--- src/rtl/ctlmap_pkg.sv ---
package ctlmap_pkg;
    localparam int CP_PINS    = 4;
    localparam int CP_FW      = 3;
    localparam int CP_PD_PINS = 2;                       // inputs below this index may carry power-down
    localparam int CP_MU      = CP_PINS - CP_PD_PINS;    // inputs that can become clock lanes
    localparam int CP_CFG_W   = CP_PINS * CP_FW;

    typedef enum logic [CP_FW-1:0] {
        FN_OE   = 3'd0,
        FN_SSON = 3'd1,
        FN_FSEL = 3'd2,
        FN_PWDN = 3'd3,
        FN_CLK  = 3'd4
    } fn_e;

    typedef struct packed {
        logic oe;
        logic sson;
        logic fsel;
        logic pd_n;
        logic err;
    } ctl_t;

    localparam ctl_t CTL_DEFAULT = '{oe: 1'b1, sson: 1'b1, fsel: 1'b0, pd_n: 1'b1, err: 1'b0};
endpackage

--- src/rtl/ctlmap_sync.sv ---
module ctlmap_sync #(
    parameter int W      = 4,
    parameter int STAGES = 2
) (
    input  logic         clk_i,
    input  logic         rst_n_i,
    input  logic [W-1:0] d_i,
    output logic [W-1:0] q_o
);
    logic [STAGES-1:0][W-1:0] pipe_d, pipe_q;

    always_comb begin
        pipe_d[0] = d_i;
        for (int s = 1; s < STAGES; s++) begin
            pipe_d[s] = pipe_q[s-1];
        end
    end

    always_ff @(posedge clk_i or negedge rst_n_i) begin
        if (!rst_n_i) pipe_q <= '1;
        else          pipe_q <= pipe_d;
    end

    assign q_o = pipe_q[STAGES-1];
endmodule

--- src/rtl/ctlmap_decode.sv ---
module ctlmap_decode
    import ctlmap_pkg::*;
(
    input  logic [CP_CFG_W-1:0] cfg_i,
    input  logic [CP_PINS-1:0]  lvl_i,
    output ctl_t                ctl_o,
    output logic [CP_MU-1:0]    clk_mu_o
);
    always_comb begin
        ctl_t                raw;
        logic                bad;
        logic [3:0]          used;
        logic [CP_FW-1:0]    code;
        logic [CP_MU-1:0]    mu;

        raw  = CTL_DEFAULT;
        bad  = 1'b0;
        used = '0;
        for (int p = 0; p < CP_PINS; p++) begin
            code = cfg_i[p*CP_FW +: CP_FW];
            case (code)
                FN_OE:   begin bad = bad | used[0]; used[0] = 1'b1; raw.oe   = lvl_i[p]; end
                FN_SSON: begin bad = bad | used[1]; used[1] = 1'b1; raw.sson = lvl_i[p]; end
                FN_FSEL: begin bad = bad | used[2]; used[2] = 1'b1; raw.fsel = lvl_i[p]; end
                FN_PWDN: begin
                    bad     = bad | used[3] | (p >= CP_PD_PINS);
                    used[3] = 1'b1;
                    raw.pd_n = lvl_i[p];
                end
                FN_CLK:  bad = bad | (p < CP_PD_PINS);
                default: bad = 1'b1;
            endcase
        end
        for (int m = 0; m < CP_MU; m++) begin
            mu[m] = (cfg_i[(m+CP_PD_PINS)*CP_FW +: CP_FW] == FN_CLK);
        end

        if (bad) begin
            ctl_o     = CTL_DEFAULT;
            ctl_o.err = 1'b1;
            clk_mu_o  = '0;
        end else begin
            ctl_o    = raw;
            clk_mu_o = mu;
        end
    end
endmodule

--- src/rtl/ctlpin_mapper.sv ---
module ctlpin_mapper
    import ctlmap_pkg::*;
#(
    parameter int SYNC_STAGES = 2,
    parameter int N_DED_LANES = 4,
    localparam int N_LANES    = N_DED_LANES + CP_MU
) (
    input  logic                clk_i,
    input  logic                rst_n_i,
    input  logic [CP_PINS-1:0]  pin_i,
    input  logic [CP_CFG_W-1:0] cfg_i,
    input  logic                clk_level_i,
    output logic                oe_o,
    output logic                sson_o,
    output logic                clksel_o,
    output logic                pd_n_o,
    output logic                lp_req_o,
    output logic [N_LANES-1:0]  lane_oe_o,
    output logic                cfg_err_o
);
    typedef struct packed {
        ctl_t               ctl;
        logic               lp;
        logic [N_LANES-1:0] lanes;
    } state_t;

    logic [CP_PINS-1:0] lvl_sync;
    ctl_t               ctl_dec;
    logic [CP_MU-1:0]   clk_mu;
    logic               want_run;
    state_t             st_d, st_q;

    ctlmap_sync #(.W(CP_PINS), .STAGES(SYNC_STAGES)) u_sync (
        .clk_i   (clk_i),
        .rst_n_i (rst_n_i),
        .d_i     (pin_i),
        .q_o     (lvl_sync)
    );

    ctlmap_decode u_dec (
        .cfg_i    (cfg_i),
        .lvl_i    (lvl_sync),
        .ctl_o    (ctl_dec),
        .clk_mu_o (clk_mu)
    );

    always_comb begin
        st_d     = st_q;
        st_d.ctl = ctl_dec;
        st_d.lp  = ~ctl_dec.pd_n;
        want_run = ctl_dec.oe & ctl_dec.pd_n;
        // lanes move only while the output clock sits low
        if (!clk_level_i) begin
            st_d.lanes = want_run ? {clk_mu, {N_DED_LANES{1'b1}}} : '0;
        end
    end

    always_ff @(posedge clk_i or negedge rst_n_i) begin
        if (!rst_n_i) begin
            st_q.ctl   <= CTL_DEFAULT;
            st_q.lp    <= 1'b0;
            st_q.lanes <= '0;
        end else begin
            st_q <= st_d;
        end
    end

    assign oe_o      = st_q.ctl.oe;
    assign sson_o    = st_q.ctl.sson;
    assign clksel_o  = st_q.ctl.fsel;
    assign pd_n_o    = st_q.ctl.pd_n;
    assign cfg_err_o = st_q.ctl.err;
    assign lp_req_o  = st_q.lp;
    assign lane_oe_o = st_q.lanes;
endmodule

--- config.mk ---
export PLATFORM = sky130hd
export DESIGN_NAME = ctlpin_mapper
export DESIGN_NICKNAME = d
export VERILOG_FILES = /design/src/rtl/ctlmap_pkg.sv /design/src/rtl/ctlmap_sync.sv /design/src/rtl/ctlmap_decode.sv /design/src/rtl/ctlpin_mapper.sv
export SDC_FILE = /design/constraint.sdc
export NUM_CORES = 1
export LEC_CHECK = 0
export BUFFER_PORTS_ARGS = -buffer_cell sky130_fd_sc_hd__buf_2
export CORE_MARGIN = 2
export CORE_UTILIZATION = 49
export DETAILED_ROUTE_END_ITERATION = 8
export PLACE_DENSITY = 0.86
export SETUP_SLACK_MARGIN = 0.3
export SLEW_MARGIN = 10
export SYNTH_ARGS = -nofsm -noshare
export SYNTH_HDL_FRONTEND = slang
export SYNTH_SLANG_ARGS = --single-unit
--- constraint.sdc ---
create_clock -name clk_i -period 2.2 [get_ports clk_i]
set_input_delay 0.44 -clock clk_i [delete_from_list [all_inputs] [get_ports clk_i]]
set_output_delay 0.44 -clock clk_i [all_outputs]
set_load 0.02 [all_outputs]
After elaboration in Yosys (flattened, before gate mapping)

Index checks and enable logic that the tools add are counted.

Multiplexer cells: 33
Reduce and logical (&&, ||, !) cells: 5
Bitwise operators: 12
Equal/unequal tests: 14

Operators by type and width:

| kind                                                             | count |
|---|---|
| 1-bit two-way mux                                                | 27 |
| 3-bit by 2-bit == test with 1-bit output (second input constant) | 8 |
| 3-bit by 1-bit == test with 1-bit output (second input constant) | 4 |
| 3-bit logical NOT                                                | 4 |
| 1-bit one-hot mux with 4 select lines                            | 3 |
| 1-bit bitwise OR                                                 | 10 |
| 3-bit == test (second input constant)                            | 2 |
| 6-bit two-way mux                                                | 1 |
| 5-bit two-way mux                                                | 1 |
| 4-bit OR reduction                                               | 1 |
| 2-bit two-way mux                                                | 1 |
| 1-bit bitwise AND                                                | 1 |
| 1-bit inverter                                                   | 1 |

Register bits after elaboration: 20
Output and inout bits: 12
Logic and storage cells: 73
Bits of input ports: 19

Depth between registers and ports, before layout

Gate-level depths: netlist of run 1.

Word-level depth: 12
Depth in mapped cells: 6
Gate-level depth less buffers: 5

By module

Synthesis of run 1 repeated with hierarchy kept, for this count alone.

Cell total of the unflattened synthesis: 88
Area total of the unflattened synthesis: 959.7 um^2

By module, submodules not included:

| module        | sequential area each (um^2) | times used | cells each | area each (um^2) |
|---|---|---|---|---|
| ctlmap_decode | 0.0                         | 1          | 58         | 450.4 |
| ctlpin_mapper | 229.0                       | 1          | 22         | 299.0 |
| ctlmap_sync   | 210.2                       | 1          | 8          | 210.2 |

Worst setup path after synthesis of run 1

Ideal clock, no wire load.

Kind: input to register
Start point: input cfg_i[6]
End point: register st_q, in the netlist lane_oe_o[4]
Arrival time: 1746 ps
Data required time: 2096 ps
Library setup time: 104 ps
Buffers on the path: 1
Cell stages on the path: 5
Slack: 350 ps
Path through: buf_2 -> or3_4 -> a311oi_4 -> nand2_4 -> o41ai_2

Cells in the longest elaborated chain, start to end: 7
Elaborated cells between the ends (all ways): 21
Classes of those cells: 4 x eq/ne; 12 x mux; 4 x bitwise; 1 x reduce/logical

Ends and longest elaborated chain:

| item                                                                              | RTL line                                                      | text |
|---|---|---|
| from (decl)                                                                       | ctlpin_mapper.sv:11                                           | `input logic [CP_CFG_W-1:0] cfg_i,` |
| 3-bit == test, or another cell as far along                                       | ctlmap_decode.sv:21, ctlmap_decode.sv:35                      |  |
| 1-bit one-hot mux with 4 select lines / 1-bit two-way mux (equally long branches) | ctlmap_decode.sv:21                                           | `case (code)` |
| 1-bit bitwise OR (on tied branches)                                               | ctlmap_decode.sv:24, ctlmap_decode.sv:22, ctlmap_decode.sv:23 |  |
| 1-bit one-hot mux with 4 select lines                                             | ctlmap_decode.sv:21                                           |  |
| 5-bit two-way mux                                                                 | ctlmap_decode.sv:38                                           | `if (bad) begin` |
| 1-bit bitwise AND                                                                 | ctlpin_mapper.sv:51                                           | `want_run = ctl_dec.oe & ctl_dec.pd_n;` |
| 6-bit two-way mux (*)                                                             | ctlpin_mapper.sv:54                                           | `st_d.lanes = want_run ? {clk_mu, {N_DED_LANES{1'b1}}} : '0;` |
| to (signal assigned)                                                              | ctlpin_mapper.sv:64                                           | `st_q <= st_d;` |
| to (decl)                                                                         | ctlpin_mapper.sv:31                                           | `state_t st_d, st_q;` |

Mark *: on every way between the ends. The rest lies on a longest branch, timed or not.
A chain may end at the register's enable or synchronous reset.

Worst setup path in the final report of run 1

Start point: input cfg_i[3]
End point: register st_q, in the netlist lane_oe_o[5]

Cells in the longest elaborated chain, start to end: 9
Elaborated cells between the ends (all ways): 29
Classes of those cells: 3 x eq/ne; 18 x mux; 7 x bitwise; 1 x reduce/logical

Ends and longest elaborated chain:

| item                                                                              | RTL line |
|---|---|
| 3-bit by 2-bit == test with 1-bit output, or another cell as far along            | - |
| 1-bit one-hot mux with 4 select lines / 1-bit two-way mux (equally long branches) | ctlmap_decode.sv:21 |
| 1-bit bitwise OR (on tied branches)                                               | ctlmap_decode.sv:24, ctlmap_decode.sv:22, ctlmap_decode.sv:23 |
| 1-bit one-hot mux with 4 select lines                                             | ctlmap_decode.sv:21 |
| 1-bit bitwise OR (on tied branches)                                               | ctlmap_decode.sv:24, ctlmap_decode.sv:22, ctlmap_decode.sv:23 |
| 1-bit one-hot mux with 4 select lines                                             | ctlmap_decode.sv:21 |
| 5-bit two-way mux                                                                 | ctlmap_decode.sv:38 |
| 1-bit bitwise AND                                                                 | ctlpin_mapper.sv:51 |
| 6-bit two-way mux (*)                                                             | ctlpin_mapper.sv:54 |

Marks and branches as above.

==> impl_metrics.ini, run 1 <==
[run_status]
status = completed

[place]
placement.cell_area_um2 = 1160
hpwl_um = 1690
gp_congestion = 0.839
io_buffers = 30

[clock_network]
insertion_delay_ns = 0.27
cts_setup_buffers = 0
holdBufCountCts = 0
clk_pin_slew_ns = 0.09
clkSinkCount = 17
root_buffer = clkbuf_4
cts_max_level = 1
cts_tree = yes
cts_resized = 0
cts_buffers = 3
cts_max_path_buffers = 2

[global_route]
grt_start_max_net_pins = 18
grt_pass1_vias = 849
grt_first_pass_wirelength_um = 3860
antenna_found_initial = 0
groute.usage.overall = 0.202
grt.overflow.total = 0

[sta]
finalClockSkew_ns = 0.00510
rsz0062_at_grt = false
fin_crit_ns = 1.73
slew_headroom = 0.581
tightest_slew_ns = 0.628
setup_tns_ns = 0
hold_violations = 0
finalMaxSlewViolations = 0
max_freq_mhz = 579
finalSetupViolations = 0
hold_slack_ns = 0.0571
fin_crit_sh = 0.785

[route]
vias = 831
routed_via_density = 5.47
drt_wl_total_um = 2090
ant_nets = 0
first_pass_iters = 4
wl_per_cell_um = 13.8
drc_errors = 0
drtIter0Drc = 4

[synthesis]
yosys_warnings = 0
netlist_instances = 94
muxShareOfSynthArea = 0.0414
synth-simple-area-share = 0.282
syn_avg_cell_area_um2 = 10.6
synthXorXnorAreaFrac = 0.0176
yosysMostFrequentCell = nor2_1
ys_types = 38
synth_edf_count = 0
yosys.area_share.adder = 0
synth_ff_type = dfstp_2
ys_ff_latch = 17
synth_fp_nets = 113
synthTopCellsByCount = 12 x nor2_1, 11 x dfstp_2, 6 x a21oi_1, 6 x dfrtp_1, 4 x nand2_1
yosysTopAreaCellShare = 0.290
yosysTopAreaCell = dfstp_2
synth_compound_gate_area_share = 0.183
ys_seq_area_frac = 0.440
synth_top_family_by_area = simple AND/OR/NAND/NOR gates
synth-async-reset-ratio = 1.00
yosys-top-cells-area = dfstp_2 29%, dfrtp_1 15%, nor2_1 4.5%
syn_area_um2 = 997

[floorplan]
num_io_pins = 31
initial_core_util = 0.514
chipWidth_um = 49.1
die_area_um2 = 2410
die_height_um = 49.1
core_region_area_um2 = 1940
placementRows = 16

[setup_path]
end_kind = flip-flop
startpoint_type = input port
max_stage_delay_ns = 0.41
crit_arrival_ns = 1.90
cpMaxStageDelayCell = or3_1
critical_path_buf_inv_count = 1
cp_max_fo = 7
worstPathRequired_ns = 2.37
path_delay_family = compound AO/OA/AOI/OAI gates
path_cells = buf_2, nor3_2, or3_1, a221oi_4, o31ai_1, a32o_1
cp.depth = 6
worstRegToRegCells = 5
rrSetupSlack_ns = 0.49
crit_type = in -> reg

[cells_and_area]
num_antenna_cells = 0
postLayoutCoreUtil = 0.612
fin_area_um2 = 1190
drive_gt1_frac = 0.448
syn2layout_area_growth_pct = 19.2
n_fill_cell = 185
nNetsFinal = 145

[power_and_ir_drop]
total_power_uw = 609
pwr_density_cell_nw_per_um2 = 512
power_leakage_uw = 0.000506
ir_drop_uv = 500

[job]
max_cap_viol_count = 0

[min_path]
min_path_type = in -> async
-- cell usage in the layout (no fill, tap or decap), drive strengths merged, types with 2 or more instances in the layout --
master / count
a21oi: 6
a41oi: 2
buf: 31
clkbuf: 3
dfrtp: 6
dfstp: 11
inv: 2
mux2i: 3
nand2: 5
nand3: 3
nand3b: 3
nor2: 12
nor3: 4
nor3b: 3
o21ai: 2
or3: 4
or3b: 6
xor2: 2
-- final timing paths --
kind                                              end                        from
setup reg to reg             lane_oe_o[4]$_DFFE_PN0N_     u_sync.q_o[0]$_DFF_PN1_
min in group clk_i         u_sync.pipe_d[7]$_DFF_PN1_                    pin_i[3]
hold / removal               lane_oe_o[4]$_DFFE_PN0N_                     rst_n_i
setup / recovery             lane_oe_o[5]$_DFFE_PN0N_                    cfg_i[3]
hold reg to reg               u_sync.q_o[0]$_DFF_PN1_  u_sync.pipe_d[4]$_DFF_PN1_
max in group asynchronous  u_sync.pipe_d[5]$_DFF_PN1_                     rst_n_i
-- report_power, final --
group          total [µW]  leakage [µW]  switching [µW]  internal, µW
logic                 121      0.000299            72.8          48.5
clock network         153     0.0000177            85.9          67.3
registers             334      0.000189            5.77           329
total                 609      0.000506             164           444
-- stage by stage --
stage          setup WS [ns]  cells
6_report               0.473    152
5_1_grt                0.392    152
4_1_cts                0.490    152
3_5_place_dp           0.213    148
3_3_place_gp           0.219    148
2_1_floorplan          0.350     94
-- final cells by class --
type                       instances  area [µm²]  share of cell area
inverter                           2        7.51             0.00632
sequential                        17         439               0.369
multi-input combinational         71         523               0.440
tap                               27        33.8              0.0284
clock inverter                     1        5.00             0.00421
clock buffer                       3        22.5              0.0189
timing repair buffer              31         158               0.133
-- sequential cells by signal (all words and copies together), names as in the netlist --
| name | flops |
|---|---|
| oe_o | 1 |
| sson_o | 1 |
| cfg_err_o | 1 |
| u_sync.pipe_d | 4 |
| lane_oe_o | 3 |
| u_sync.q_o | 4 |
| lp_req_o | 1 |
| pd_n_o | 1 |
| clksel_o | 1 |
-- logic make-up after synthesis --
group | Yosys count
xor gates and xnor gates | 2
DFF | 17
AOI/OAI and AO/OA | 20
buffers and inverters | 6
muxes | 4
and+or+nand+nor | 45
-- routing by layer --
layer | track usage | part of all wire
met1 | 0.279 | 0.47
met2 | 0.336 | 0.50
met3 | 0.0215 | 0.034
met4 | 0.0571 | 0
met5 | 0 | 0
Power figures use the tool's default switching activity.
==> inputs of run 2 (changes only) <==
==> constraint.sdc (replaced) <==
create_clock -name clk_i -period 1.65 [get_ports clk_i]
set_input_delay 0.33 -clock clk_i [delete_from_list [all_inputs] [get_ports clk_i]]
set_output_delay 0.33 -clock clk_i [all_outputs]
set_load 0.02 [all_outputs]
==> impl_metrics.ini, run 2 (synthesized netlist as in run 1, its figures left out) <==
[setup_path]
crit_type = reg -> reg
cpMaxStageDelayCell = dfstp_2
path_cells = nor3b_1, o31a_1, or3_4, o41ai_2
cp_max_fo = 3
end_kind = flip-flop
crit_arrival_ns = 1.82
max_stage_delay_ns = 0.56
startpoint_type = flip-flop
critical_path_buf_inv_count = 0
worstPathRequired_ns = 1.83
path_delay_family = flip-flops

[floorplan]
core_region_area_um2 = 1940
initial_core_util = 0.514
chipWidth_um = 49.1
die_height_um = 49.1
num_io_pins = 31
die_area_um2 = 2410
placementRows = 16

[min_path]
min_path_type = in -> reg

[sta]
finalMaxSlewViolations = 0
fin_crit_sh = 0.990
final.setup.worst_slack_ns = 0.0169
max_freq_mhz = 612
hold_violations = 0
tightest_slew_ns = 0.389
finalClockSkew_ns = 0.00504
setup_tns_ns = 0
rsz0062_at_grt = true
slew_headroom = 0.740
finalSetupViolations = 0
fin_crit_ns = 1.63

[cells_and_area]
nNetsFinal = 172
final_common_cell = buf_4
drive_gt1_frac = 0.651
num_antenna_cells = 0
syn2layout_area_growth_pct = 58.7
layout.cells.most_common_list = 26 x buf_4, 22 x buf_2, 11 x dfstp_2
postLayoutCoreUtil = 0.815

[clock_network]
clk_pin_slew_ns = 0.10
root_buffer = clkbuf_4
cts_tree = yes
cts_buffers = 3
insertion_delay_ns = 0.28
clkSinkCount = 17
cts_max_level = 1
cts_max_path_buffers = 2

[place]
pre_cts_slack_ns = -0.205
io_buffers = 30
hpwl_um = 1940
gp_congestion = 0.922

[global_route]
grt_pass1_vias = 1056
groute.usage.overall = 0.262
grt_first_pass_wirelength_um = 4830
grt_start_max_net_pins = 18
grt.overflow.total = 0
antenna_found_initial = 0

[power_and_ir_drop]
total_power_uw = 931
ir_drop_uv = 572
pwr_density_cell_nw_per_um2 = 588
power_leakage_uw = 0.000689

[route]
drt_wl_total_um = 2970
routed_via_density = 5.58
ant_nets = 0
first_pass_iters = 4
drc_errors = 0
wl_per_cell_um = 16.6
drtIter0Drc = 30
vias = 999

[run_status]
status = completed

[job]
max_cap_viol_count = 0
## run 2: changes by cell type in the layout (fill, tap and decap cells not counted), sizes merged
cell	change
dlygate4sd3	+1
buf	+26
## run 2: stage by stage
step,cell area (µm²),cells,hold WS (ns)
6_report,1580,179,0.134
5_1_grt,1580,179,0.117
4_1_cts,1540,178,0.122
3_5_place_dp,1360,168,0.255
3_3_place_gp,1360,168,0.245
2_1_floorplan,1050,94,0.0344
## run 2: layer usage
metal / vias up / part of all wire / global-route usage / routed length (µm)
li1: 468 / - / - / -
met3: 10 / 0.027 / 0.0368 / 80
met1: 493 / 0.40 / 0.289 / 1190
met2: 28 / 0.54 / 0.482 / 1620
met5: - / 0 / 0 / 0
met4: 0 / 0.026 / 0.133 / 78
## run 2: area by class of cell
class / count / area (µm²)
Fill cell: 118 / 359
Clock buffer: 3 / 22.5
Sequential cell: 17 / 439
Timing Repair Buffer: 58 / 433
Tap cell: 27 / 33.8
Inverter: 2 / 7.51
Multi-Input combinational cell: 71 / 642
Clock inverter: 1 / 5.00
## run 2: worst paths after layout
kind                                            startpoint                         end  slack, ns  cells past startpoint
max in group asynchronous                          rst_n_i              oe_o$_DFF_PN1_       0.87                      2
worst max-delay path               u_sync.q_o[0]$_DFF_PN1_    lane_oe_o[4]$_DFFE_PN0N_       0.02                      4
min in group asynchronous                          rst_n_i          clksel_o$_DFF_PN0_       0.47                      2
worst min register to register  u_sync.pipe_d[5]$_DFF_PN1_     u_sync.q_o[1]$_DFF_PN1_       0.36                      0
worst min-delay path                              pin_i[0]  u_sync.pipe_d[4]$_DFF_PN1_       0.13                      1
worst max register to register     u_sync.q_o[0]$_DFF_PN1_    lane_oe_o[4]$_DFFE_PN0N_       0.02                      4
## run 2: repair_timing
action | 4_1_cts | 5_1_grt
resized for setup | 31 | 8
setup buffers | 5 | 1
gates cloned | 0 | 0
hold endpoints to repair | 6 | 0
hold buffers | 1 | 0
pin swaps | 17 | 5
setup endpoints to repair | 9 | 9
## run 2: report_power, final
group          leakage [µW]  switching, µW  total, µW  internal [µW]
clock network     0.0000177            121        211           89.9
logic              0.000481            135        273            138
registers          0.000189           8.61        447            438
==> inputs of run 3 (changes only) <==
--- a/config.mk
+++ b/config.mk
@@ -5,11 +5,12 @@
 export SDC_FILE = /design/constraint.sdc
 export NUM_CORES = 1
 export LEC_CHECK = 0
+export ABC_AREA = 1
 export BUFFER_PORTS_ARGS = -buffer_cell sky130_fd_sc_hd__buf_2
 export CORE_MARGIN = 2
-export CORE_UTILIZATION = 49
+export CORE_UTILIZATION = 51
 export DETAILED_ROUTE_END_ITERATION = 8
-export PLACE_DENSITY = 0.86
+export PLACE_DENSITY = 0.87
 export SETUP_SLACK_MARGIN = 0.3
 export SLEW_MARGIN = 10
 export SYNTH_ARGS = -nofsm -noshare
==> impl_metrics.ini, run 3 <==
[run_status]
status = completed

[global_route]
grt_start_max_net_pins = 18
grt_pass1_vias = 1002
groute.usage.overall = 0.188
grt_first_pass_wirelength_um = 3710
antenna_found_initial = 0
grt.overflow.total = 0

[route]
routed_via_density = 5.17
wl_met3_um = 187
wl_met2_um = 1250
maxUsedRoutingLayer = met4
wl_per_cell_um = 11.7
drt_wl_total_um = 2440
met1_length_um = 974
drc_errors = 0
vias = 1080
first_pass_iters = 4
drtIter0Drc = 39
ant_nets = 0

[setup_path]
critical_path_buf_inv_count = 1
path_cells = buf_2
cpMaxStageDelayCell = dfstp_2
path_delay_family = flip-flops
worstPathRequired_ns = 1.32
crit_type = reg -> out
rrSetupSlack_ns = 0.36
startpoint_type = flip-flop
cp_max_fo = 1
end_kind = output port
crit_arrival_ns = 0.98
max_stage_delay_ns = 0.53

[synthesis]
yosys.area_share.adder = 0
ys_ff_latch = 17
synth_compound_gate_area_share = 0.0845
yosysTopAreaCellShare = 0.264
muxShareOfSynthArea = 0
synth_ff_type = dfstp_2
synthXorXnorAreaFrac = 0
ys_types = 22
netlist_instances = 145
syn_area_um2 = 1100
synthTopCellsByCount = 37 x nand2_1, 16 x inv_1, 11 x dfstp_2, 9 x inv_2, 9 x nor2_1
yosysTopAreaCell = dfstp_2
synth_top_family_by_area = simple AND/OR/NAND/NOR gates
synth_edf_count = 0
syn_avg_cell_area_um2 = 7.56
synth-async-reset-ratio = 1.00
synth_fp_nets = 164
yosysMostFrequentCell = nand2_1
ys_seq_area_frac = 0.401
yosys_warnings = 0
synth-simple-area-share = 0.409
yosys-top-cells-area = dfstp_2 26%, dfrtp_1 14%, nand2_1 13%

[sta]
max_freq_mhz = 764
setup_tns_ns = 0
finalClockSkew_ns = 0.00914
fin_crit_sh = 0.793
finalSetupViolations = 0
slew_headroom = 0.765
tightest_slew_ns = 0.353
final.setup.worst_slack_ns = 0.341
finalMaxSlewViolations = 0
hold_violations = 0
fin_crit_ns = 1.31
rsz0062_at_grt = true

[place]
hpwl_um = 1850
gp_congestion = 0.930
pre_cts_slack_ns = 0.0301
placement.cell_area_um2 = 1260
io_buffers = 30

[floorplan]
initial_core_util = 0.547
die_area_um2 = 2540
die_height_um = 50.4
core_region_area_um2 = 2000
chipWidth_um = 50.4
placementRows = 16
num_io_pins = 31

[clock_network]
cts_max_level = 1
root_buffer = clkbuf_4
cts_buffers = 3
insertion_delay_ns = 0.29
clk_pin_slew_ns = 0.10
cts_max_path_buffers = 2
clkSinkCount = 17
cts_tree = yes

[cells_and_area]
final_common_cell = nand2_1
nNetsFinal = 202
fin_area_um2 = 1390
syn2layout_area_growth_pct = 26.5
num_antenna_cells = 0
postLayoutCoreUtil = 0.693
layout.cells.most_common_list = 35 x nand2_1, 29 x buf_2, 14 x inv_1
drive_gt1_frac = 0.516

[power_and_ir_drop]
ir_drop_uv = 599
power.switching_uw = 267
power_leakage_uw = 0.000719
clkPwrFrac = 0.249
p_seq_frac = 0.509
p_sw_frac = 0.305
pwr_density_cell_nw_per_um2 = 633
p_int_uw = 610
p_comb_frac = 0.242

[min_path]
min_path_type = in -> reg

[job]
max_cap_viol_count = 0
-- run 3: cell types whose count changed after synthesis, moves of 5 or more --
cell / previous run / this run
nand2_1: 4 / 37
inv_1: 2 / 16
inv_2: 0 / 9
nand3_2: 0 / 8
nand2_2: 0 / 6
o21ai_0: 2 / 8
nand3_1: 3 / 8
-- run 3: per-layer routing --
metal | vias up | global-route usage
met2 | 49 | 0.362
li1 | 532 | -
met1 | 495 | 0.195
met5 | - | 0
met4 | 0 | 0.0586
met3 | 4 | 0.0506
-- run 3: final cells by class --
cell class                      instances  area, µm²
Sequential cell                        17        439
Tap cell                               27       33.8
Inverter                               25       93.8
Fill cell                             148        616
Timing Repair Buffer                   36        200
Multi-Input combinational cell        100        593
Clock buffer                            4       26.3
-- run 3: stage by stage --
stage,hold WS [ns],instances,total power [µW]
final,0.133,209,878
after global routing,0.118,209,914
after CTS,0.128,206,860
after detailed placement,0.262,199,635
after global placement,0.251,199,628
after floorplan,0.0344,145,570
-- run 3: kinds of logic after synthesis --
group | after synthesis
AO/OA/AOI/OAI | 17
buffers and inverters | 28
flip-flops | 17
AND/OR/NAND/NOR | 83
-- run 3: what timing repair did --
action,in CTS,in global routing
gates cloned,0,0
pin swaps,4,12
hold buffers,1,0
setup buffers,2,3
gates resized for setup,3,15
endpoints found under the setup margin,1,4
endpoints found under the hold margin,6,0
-- run 3: power by group through the flow --
stage | Combinational [µW] | Sequential, µW | Clock, µW
3_5_place_dp | 181 | 454 | 0
5_1_grt | 233 | 448 | 233
6_report | 213 | 447 | 218
2_1_floorplan | 112 | 458 | 0
3_3_place_gp | 175 | 453 | 0
4_1_cts | 191 | 447 | 222
-- run 3: worst paths after layout --
check / start / endpoint / cells past startpoint
min: pin_i[3] / u_sync.pipe_d[7]$_DFF_PN1_ / 1
min in group asynchronous: rst_n_i / clksel_o$_DFF_PN0_ / 2
max in group asynchronous: rst_n_i / u_sync.q_o[2]$_DFF_PN1_ / 2
min reg2reg: u_sync.pipe_d[6]$_DFF_PN1_ / u_sync.q_o[2]$_DFF_PN1_ / 0
max: sson_o$_DFF_PN1_ / sson_o / 1
max reg2reg: u_sync.q_o[1]$_DFF_PN1_ / lane_oe_o[3]$_DFFE_PN0N_ / 8
